`src/rtl/rxc_pkg.sv`:
```
package rxc_pkg;
  typedef enum logic [1:0] {
    REG_SET    = 2'd0,
    REG_CLR    = 2'd1,
    REG_LIMITS = 2'd2,
    REG_ACK    = 2'd3
  } rxc_reg_e;

  localparam int unsigned CTL_LO = 16;  // uncached
  localparam int unsigned CTL_HI = 18;  // interrupt enable
  localparam int unsigned LIM_W  = 8;
  localparam int unsigned TAG_W  = 4;
  localparam int unsigned CNT_W  = 7;

  function automatic logic [31:0] pack_status(logic [TAG_W-1:0] tag,
                                              logic [CNT_W-1:0] cnt,
                                              logic link);
    logic [31:0] w;
    w = '0;
    w[TAG_W-1:0] = tag;
    w[TAG_W+CNT_W-1:TAG_W] = cnt;
    w[16] = link;
    return w;
  endfunction
endpackage

```
`src/rtl/rxc_ctrl_regs.sv`:
```
module rxc_ctrl_regs
  import rxc_pkg::*;
#(
  parameter int unsigned DEF_CNT  = 16,
  parameter int unsigned DEF_TIME = 10
) (
  input  logic             clk,
  input  logic             rst_n,
  input  logic             wr_en,
  input  logic [1:0]       wr_addr,
  input  logic [31:0]      wr_data,
  output logic             unc_o,
  output logic             hold_o,
  output logic             ien_o,
  output logic [LIM_W-1:0] cnt_lim_o,
  output logic [LIM_W-1:0] time_lim_o,
  output logic             ack_stb_o,
  output logic [TAG_W-1:0] ack_tag_o
);
  localparam int unsigned CTL_N = CTL_HI - CTL_LO + 1;

  logic [CTL_N-1:0] ctl_q, ctl_d;
  logic [LIM_W-1:0] cl_q, cl_d, tl_q, tl_d;

  always_comb begin
    ctl_d = ctl_q;
    cl_d  = cl_q;
    tl_d  = tl_q;
    if (wr_en) begin
      case (rxc_reg_e'(wr_addr))
        REG_SET:    ctl_d = ctl_q | wr_data[CTL_HI:CTL_LO];
        REG_CLR:    ctl_d = ctl_q & ~wr_data[CTL_HI:CTL_LO];
        REG_LIMITS: begin
          cl_d = wr_data[LIM_W-1:0];
          tl_d = wr_data[2*LIM_W-1:LIM_W];
        end
        default: ;
      endcase
    end
  end

  always_ff @(posedge clk or negedge rst_n) begin
    if (!rst_n) begin
      ctl_q <= CTL_N'(3'b010);
      cl_q  <= LIM_W'(DEF_CNT);
      tl_q  <= LIM_W'(DEF_TIME);
    end else begin
      ctl_q <= ctl_d;
      cl_q  <= cl_d;
      tl_q  <= tl_d;
    end
  end

  assign unc_o      = ctl_q[0];
  assign hold_o     = ctl_q[1];
  assign ien_o      = ctl_q[2];
  assign cnt_lim_o  = cl_q;
  assign time_lim_o = tl_q;
  assign ack_stb_o  = wr_en && (rxc_reg_e'(wr_addr) == REG_ACK);
  assign ack_tag_o  = wr_data[TAG_W-1:0];
endmodule

```
`src/rtl/rxc_timebase.sv`:
```
module rxc_timebase #(
  parameter int unsigned TICK_DIV = 10000,
  parameter int unsigned TIME_W   = 8
) (
  input  logic              clk,
  input  logic              rst_n,
  input  logic              clr,
  input  logic              run,
  output logic [TIME_W-1:0] time_o
);
  localparam int unsigned PRE_W = (TICK_DIV > 1) ? $clog2(TICK_DIV) : 1;
  localparam logic [PRE_W-1:0] PRE_LAST = PRE_W'(TICK_DIV - 1);

  logic [PRE_W-1:0]  pre_q, pre_d;
  logic [TIME_W-1:0] t_q, t_d;

  always_comb begin
    pre_d = pre_q;
    t_d   = t_q;
    if (clr || !run) begin
      pre_d = '0;
      t_d   = '0;
    end else if (pre_q == PRE_LAST) begin
      pre_d = '0;
      if (t_q != '1) t_d = t_q + 1'b1;
    end else begin
      pre_d = pre_q + 1'b1;
    end
  end

  always_ff @(posedge clk or negedge rst_n) begin
    if (!rst_n) begin
      pre_q <= '0;
      t_q   <= '0;
    end else begin
      pre_q <= pre_d;
      t_q   <= t_d;
    end
  end

  assign time_o = t_q;
endmodule

```
`src/rtl/rxc_pending.sv`:
```
module rxc_pending #(
  parameter int unsigned CNT_W = 7
) (
  input  logic             clk,
  input  logic             rst_n,
  input  logic             clr,
  input  logic             take,
  input  logic             msg,
  input  logic             link,
  output logic [CNT_W-1:0] cnt_o,
  output logic             link_o
);
  logic [CNT_W-1:0] cnt_q, cnt_d;
  logic             lnk_q, lnk_d;

  always_comb begin
    cnt_d = cnt_q;
    lnk_d = lnk_q;
    if (clr) begin
      cnt_d = '0;
      lnk_d = 1'b0;
    end else if (take) begin
      cnt_d = CNT_W'(msg);
      lnk_d = link;
    end else begin
      if (msg && cnt_q != '1) cnt_d = cnt_q + 1'b1;
      lnk_d = lnk_q | link;
    end
  end

  always_ff @(posedge clk or negedge rst_n) begin
    if (!rst_n) begin
      cnt_q <= '0;
      lnk_q <= 1'b0;
    end else begin
      cnt_q <= cnt_d;
      lnk_q <= lnk_d;
    end
  end

  assign cnt_o  = cnt_q;
  assign link_o = lnk_q;
endmodule

```
`src/rtl/rx_irq_coalescer.sv`:
```
module rx_irq_coalescer
  import rxc_pkg::*;
#(
  parameter int unsigned TICK_DIV = 10000,
  parameter int unsigned DEF_CNT  = 16,
  parameter int unsigned DEF_TIME = 10
) (
  input  logic        clk,
  input  logic        rst_n,
  input  logic        wr_en,
  input  logic [1:0]  wr_addr,
  input  logic [31:0] wr_data,
  input  logic        msg_stb,
  input  logic        link_stb,
  output logic [31:0] status_word,
  output logic        irq,
  output logic        uncached
);
  logic [1:0] rsync_q;
  logic       srst_n;

  always_ff @(posedge clk or negedge rst_n) begin
    if (!rst_n) rsync_q <= 2'b00;
    else        rsync_q <= {rsync_q[0], 1'b1};
  end
  assign srst_n = rsync_q[1];

  logic             hold_q, ien_q, ack_stb;
  logic [TAG_W-1:0] ack_tag;
  logic [LIM_W-1:0] cnt_lim, time_lim;
  logic [CNT_W-1:0] pend_cnt;
  logic             pend_link;
  logic [LIM_W-1:0] elapsed;
  logic             raise;

  rxc_ctrl_regs #(.DEF_CNT(DEF_CNT), .DEF_TIME(DEF_TIME)) u_regs (
    .clk(clk), .rst_n(srst_n), .wr_en(wr_en), .wr_addr(wr_addr),
    .wr_data(wr_data), .unc_o(uncached), .hold_o(hold_q), .ien_o(ien_q),
    .cnt_lim_o(cnt_lim), .time_lim_o(time_lim),
    .ack_stb_o(ack_stb), .ack_tag_o(ack_tag)
  );

  rxc_pending #(.CNT_W(CNT_W)) u_pend (
    .clk(clk), .rst_n(srst_n), .clr(hold_q), .take(raise),
    .msg(msg_stb), .link(link_stb), .cnt_o(pend_cnt), .link_o(pend_link)
  );

  rxc_timebase #(.TICK_DIV(TICK_DIV), .TIME_W(LIM_W)) u_time (
    .clk(clk), .rst_n(srst_n), .clr(hold_q || raise),
    .run(pend_cnt != '0), .time_o(elapsed)
  );

  logic             armed_q, armed_d;
  logic             flag_q, flag_d;
  logic [TAG_W-1:0] tag_q, tag_d;
  logic [31:0]      stat_q, stat_d;
  logic             cond;

  always_comb begin
    cond = pend_link ||
           ((pend_cnt != '0) &&
            ((LIM_W'(pend_cnt) >= cnt_lim) || (elapsed >= time_lim)));
    raise = armed_q && !flag_q && ien_q && !hold_q && !ack_stb && cond;

    armed_d = armed_q;
    flag_d  = flag_q;
    tag_d   = tag_q;
    stat_d  = stat_q;
    if (hold_q) begin
      armed_d = 1'b0;
      flag_d  = 1'b0;
      tag_d   = '0;
      stat_d  = '0;
    end else if (ack_stb) begin
      armed_d = 1'b1;
      flag_d  = 1'b0;
      tag_d   = ack_tag;
    end else if (raise) begin
      armed_d = 1'b0;
      flag_d  = 1'b1;
      stat_d  = pack_status(tag_q, pend_cnt, pend_link);
    end
  end

  always_ff @(posedge clk or negedge srst_n) begin
    if (!srst_n) begin
      armed_q <= 1'b0;
      flag_q  <= 1'b0;
      tag_q   <= '0;
      stat_q  <= '0;
    end else begin
      armed_q <= armed_d;
      flag_q  <= flag_d;
      tag_q   <= tag_d;
      stat_q  <= stat_d;
    end
  end

  assign irq         = flag_q && ien_q;
  assign status_word = stat_q;
endmodule

```
`config.mk`:
```
export PLATFORM = sky130hd
export DESIGN_NAME = rx_irq_coalescer
export DESIGN_NICKNAME = d
export VERILOG_FILES = /design/src/rtl/rxc_pkg.sv /design/src/rtl/rxc_ctrl_regs.sv /design/src/rtl/rxc_timebase.sv /design/src/rtl/rxc_pending.sv /design/src/rtl/rx_irq_coalescer.sv
export SDC_FILE = /design/constraint.sdc
export NUM_CORES = 1
export LEC_CHECK = 0
export BUFFER_PORTS_ARGS = -buffer_cell sky130_fd_sc_hd__buf_2
export CAP_MARGIN = 5
export CORE_MARGIN = 3
export CORE_UTILIZATION = 58
export CTS_BUF_LIST = sky130_fd_sc_hd__clkbuf_2
export DETAILED_ROUTE_END_ITERATION = 7
export GPL_ROUTABILITY_DRIVEN = 0
export GPL_TIMING_DRIVEN = 0
export PLACE_DENSITY = 0.84
export SYNTH_ARGS = -nofsm -noshare
export SYNTH_HDL_FRONTEND = slang
export SYNTH_SLANG_ARGS = --single-unit
```
`constraint.sdc`:
```
create_clock -name clk -period 6 [get_ports clk]
set_input_delay 1.2 -clock clk [delete_from_list [all_inputs] [get_ports clk]]
set_output_delay 1.2 -clock clk [all_outputs]
set_load 0.005 [all_outputs]
```
==> report_table.html <==
<table>
<tr><th>Metric</th><th>Value</th></tr>
<tr><th colspan="2">Clocking</th></tr>
<tr><td>Clock root buffer</td><td>sky130_fd_sc_hd__clkbuf_2</td></tr>
<tr><td>Sinks on the clock net</td><td>69</td></tr>
<tr><td>Post-CTS Setup Repair Bufs</td><td>0</td></tr>
<tr><td>CTS tree</td><td>built</td></tr>
<tr><td>Clock Path Buffers</td><td>2</td></tr>
<tr><td>Maximum level of the CTS H-tree</td><td>3</td></tr>
<tr><td>Clk Latency, worst-skew pair</td><td>500 ps</td></tr>
<tr><td>TritonCTS buffer count</td><td>9</td></tr>
<tr><td>Post-cts sizing count</td><td>0</td></tr>
<tr><td>Hold buffer count at CTS</td><td>0</td></tr>
<tr><td>Clock transition at path regs</td><td>160 ps</td></tr>
<tr><th colspan="2">STA</th></tr>
<tr><td>Transition time at the pin with the least slew margin</td><td>837.2 ps</td></tr>
<tr><td>RSZ-0062 raised after global routing</td><td>false</td></tr>
<tr><td>Final setup slack of the worst path</td><td>3050 ps</td></tr>
<tr><td>Setup skew after layout</td><td>20.65 ps</td></tr>
<tr><td>Setup Total Neg Slack</td><td>0 ps</td></tr>
<tr><td>Slew HR</td><td>44.18%</td></tr>
<tr><td>Final count of hold timing violations</td><td>0</td></tr>
<tr><td>Post-layout minimum cycle time</td><td>2950 ps</td></tr>
<tr><td>Achievable frequency</td><td>339.0 MHz</td></tr>
<tr><td># setup viols final</td><td>0</td></tr>
<tr><td>Ratio of final minimum period to clock period</td><td>49.17%</td></tr>
<tr><td>Pins over their slew limit</td><td>0</td></tr>
<tr><th colspan="2">Setup path</th></tr>
<tr><td>Worst reg2reg path startpoint</td><td>u_time.time_o[0]$_DFFE_PN0P_</td></tr>
<tr><td>Delay contributed by the slowest stage of the critical path</td><td>540 ps</td></tr>
<tr><td>Launch point of the critical path</td><td>wr_addr[0]</td></tr>
<tr><td>R2r worst-path depth</td><td>8</td></tr>
<tr><td>Reg-to-reg critical path endpoint</td><td>status_word[9]$_DFFE_PN0P_</td></tr>
<tr><td>Arr. time, crit path</td><td>3350 ps</td></tr>
<tr><td>Largest fanout of any net on the critical path</td><td>10</td></tr>
<tr><td>Critical path data required time</td><td>6400 ps</td></tr>
<tr><td>Critical path cell sequence</td><td>buf_2, and3_1, buf_6, nor4b_4, or4b_1, a32oi_1, buf_4, mux2_1</td></tr>
<tr><td>Slowest cell on the critical path</td><td>sky130_fd_sc_hd__or4b_1</td></tr>
<tr><td>Crit Path Class</td><td>input port to register</td></tr>
<tr><td>Worst setup path endpoint</td><td>status_word[9]$_DFFE_PN0P_</td></tr>
<tr><td>Setup crit start kind</td><td>input port</td></tr>
<tr><td>Register-to-register path setup slack</td><td>3470 ps</td></tr>
<tr><td>Category of the worst setup path capture point</td><td>register</td></tr>
<tr><th colspan="2">Synthesis</th></tr>
<tr><td>Count of synthesis-stage warnings from yosys</td><td>0</td></tr>
<tr><td>Proportion of register bits with asynchronous set or reset after synthesis</td><td>100.0%</td></tr>
<tr><td>Synth cell types</td><td>47</td></tr>
<tr><td>Primary flip-flop cell chosen by synthesis mapping</td><td>sky130_fd_sc_hd__dfrtp_1</td></tr>
<tr><td>Area share of the largest cell type after synthesis</td><td>45.31%</td></tr>
<tr><td>Seq/Total Area, Yosys</td><td>48.24%</td></tr>
<tr><td>Most numerous cell types in the synthesized netlist</td><td>65 x sky130_fd_sc_hd__dfrtp_1, 21 x sky130_fd_sc_hd__buf_4, 21 x sky130_fd_sc_hd__inv_1</td></tr>
<tr><td>Biggest area contributors in the synthesized netlist</td><td>sky130_fd_sc_hd__dfrtp_1 45%, sky130_fd_sc_hd__ha_1 6.6%, sky130_fd_sc_hd__mux2_2 5.0%</td></tr>
<tr><td>Synthesized area per cell</td><td>10.72 sq um</td></tr>
<tr><td>Post-synth EDFFs</td><td>0</td></tr>
<tr><td>Cell taking the most area after synthesis</td><td>sky130_fd_sc_hd__dfrtp_1</td></tr>
<tr><td>Cell count after synthesis</td><td>335</td></tr>
<tr><td>Seq cells post-synth</td><td>69</td></tr>
<tr><td>Dominant cell by count in the synthesized netlist</td><td>sky130_fd_sc_hd__dfrtp_1</td></tr>
<tr><td>Post-Syn Area</td><td>3590 sq um</td></tr>
<tr><th colspan="2">Placement</th></tr>
<tr><td>Pre-CTS setup slack</td><td>2526 ps</td></tr>
<tr><td>Count of input and output buffers</td><td>39</td></tr>
<tr><td>Number of placed instances, taps included</td><td>468</td></tr>
<tr><td>Post-DP HPWL</td><td>4913 um</td></tr>
<tr><th colspan="2">GRT</th></tr>
<tr><td>Largest net degree at the start of global routing</td><td>68</td></tr>
<tr><td>Gr usage total</td><td>19.53%</td></tr>
<tr><td>Global-route wire length before repair</td><td>11180 um</td></tr>
<tr><td>Vias in the first global route</td><td>2483</td></tr>
<tr><td>GRT overflow</td><td>0</td></tr>
<tr><td>Antenna violations before repair</td><td>0</td></tr>
<tr><th colspan="2">Pwr</th></tr>
<tr><td>Static power due to leakage</td><td>1.990 nW</td></tr>
<tr><td>Maximum ir drop on the vdd rail</td><td>0.1576 mV</td></tr>
<tr><td>PwrDens</td><td>213.4 nW/um^2</td></tr>
<tr><th colspan="2">Die</th></tr>
<tr><td>Core footprint</td><td>5956 sq um</td></tr>
<tr><td>Die width</td><td>84.67 um</td></tr>
<tr><td>Initial cell density of the core</td><td>60.27%</td></tr>
<tr><td>Die boundary height</td><td>84.67 um</td></tr>
<tr><td>Die Outline Area</td><td>7169 sq um</td></tr>
<tr><td>I/O pin count</td><td>73</td></tr>
<tr><td>Standard-cell rows</td><td>28</td></tr>
<tr><th colspan="2">Cells and area</th></tr>
<tr><td>Area growth from synthesis to final layout</td><td>12.13%</td></tr>
<tr><td>Number of diodes</td><td>0</td></tr>
<tr><td>Count of placed standard cells in the final layout, fillers left out</td><td>483</td></tr>
<tr><td>Share of final-layout standard cells stronger than drive strength 1</td><td>24.51%</td></tr>
<tr><td>Total number of nets in the final design</td><td>462</td></tr>
<tr><th colspan="2">Drt</th></tr>
<tr><td>Drc violations</td><td>0</td></tr>
<tr><td>Routed wire per std cell</td><td>13.60 um</td></tr>
<tr><td>Via-per-instance ratio</td><td>5.356</td></tr>
<tr><td>Number of vias after detailed routing</td><td>2587</td></tr>
<tr><td>Count of TritonRoute iterations in the first routing pass</td><td>5</td></tr>
<tr><td>DRT antenna net count</td><td>0</td></tr>
<tr><td>Number of violations reported at the end of detailed-routing iteration 0</td><td>175</td></tr>
<tr><td>Routed wire length</td><td>6571 um</td></tr>
<tr><th colspan="2">Job</th></tr>
<tr><td>Number of max-cap violations</td><td>0</td></tr>
<tr><th colspan="2">Hold path</th></tr>
<tr><td>Number of cells on the worst hold path</td><td>0</td></tr>
<tr><td>Class of the worst hold path</td><td>register to register</td></tr>
<tr><th colspan="2">Outcome</th></tr>
<tr><td>Run status</td><td>complete, no violations</td></tr>
</table>
per-layer routing:
metal	up-vias	part of all wire (%)	GRT usage, %
met4	0	1.3	5.468
met2	73	49	32.24
met3	7	6.2	5.888
li1	1268	-	-
met1	1239	44	25.08
met5	-	0	0
logic make-up after synthesis:
logic type | synth area share [%]
AOI/OAI and AO/OA | 5.438
xor gates and xnor gates | 5.612
adders and majority gates | 6.623
buffers and inverters | 7.842
DFF | 48.24
muxes | 8.714
other | 0.2092
and+or+nand+nor | 17.32
worst max-delay path, delay by kind of cell:
family                 cells  cell delay [ps]
AO/OA/AOI/OAI              1              250
buffers and inverters      3              500
AND/OR/NAND/NOR            3             1040
multiplexers               1              340
cell type report:
class                      count  area [sq um]
tap                           75         93.84
inverter                      21         78.83
clock inverter                 4         16.27
timing repair buffer          39         195.2
multi-input combinational    234          1648
fill                         468          1931
sequential                    69          1735
clock buffer                  11         55.05
buffer                        30         202.7
cell usage in the layout (no fill, tap or decap), drive strengths merged, types with 5 or more instances in the layout:
master,netlist,layout
a21oi,12,12
and3,5,5
buf,25,64
clkbuf,5,16
conb,2,21
dfrtp,65,65
ha,19,19
inv,21,21
mux2,26,26
nand2,20,20
nand2b,5,5
nand3,9,9
nand4,11,11
nor2,20,20
nor2b,11,11
nor3,15,15
xnor2,6,6
xor2,17,17
power breakdown:
| part | internal, mW | total [mW] | switching (mW) |
|---|---|---|---|
| Sequential | 0.499 | 0.525 | 0.0266 |
| Combinational | 0.0646 | 0.132 | 0.0673 |
| Clock | 0.0513 | 0.202 | 0.150 |
worst min path at each step:
| stage | from | to | slack [ps] |
|---|---|---|---|
| floorplan | rsync_q[0]$_DFF_PN0_ | rsync_q[1]$_DFF_PN0_ | 330 |
| global placement | rsync_q[0]$_DFF_PN0_ | rsync_q[1]$_DFF_PN0_ | 340 |
| detailed placement | rsync_q[0]$_DFF_PN0_ | rsync_q[1]$_DFF_PN0_ | 340 |
| CTS | rsync_q[0]$_DFF_PN0_ | rsync_q[1]$_DFF_PN0_ | 380 |
| global route | rsync_q[0]$_DFF_PN0_ | rsync_q[1]$_DFF_PN0_ | 400 |
| finish | rsync_q[0]$_DFF_PN0_ | rsync_q[1]$_DFF_PN0_ | 380 |
metrics by stage:
step	instance area, sq um	hold slack (ps)	util [%]	power, mW
after floorplan	3661	331.2	-	0.6237
after global placement	3950	338.7	66.32	0.6568
after detailed placement	3954	335.7	66.39	0.6668
after CTS	4025	382.4	67.58	0.8639
after global routing	4025	403.1	67.58	0.9094
final	4025	375.0	67.58	0.8589
state kept, by name, indices dropped and copies added, names as in the netlist, named ones only:
name               cells
u_regs.time_lim_o      8
status_word           12
tag_q                  4
armed_q                1
u_regs.cnt_lim_o       8
flag_q                 1
rsync_q                2
u_time.time_o          8
u_pend.link_o          1
u_time.pre_q          14
u_pend.cnt_o           7
(Power assumes the default switching activity.)
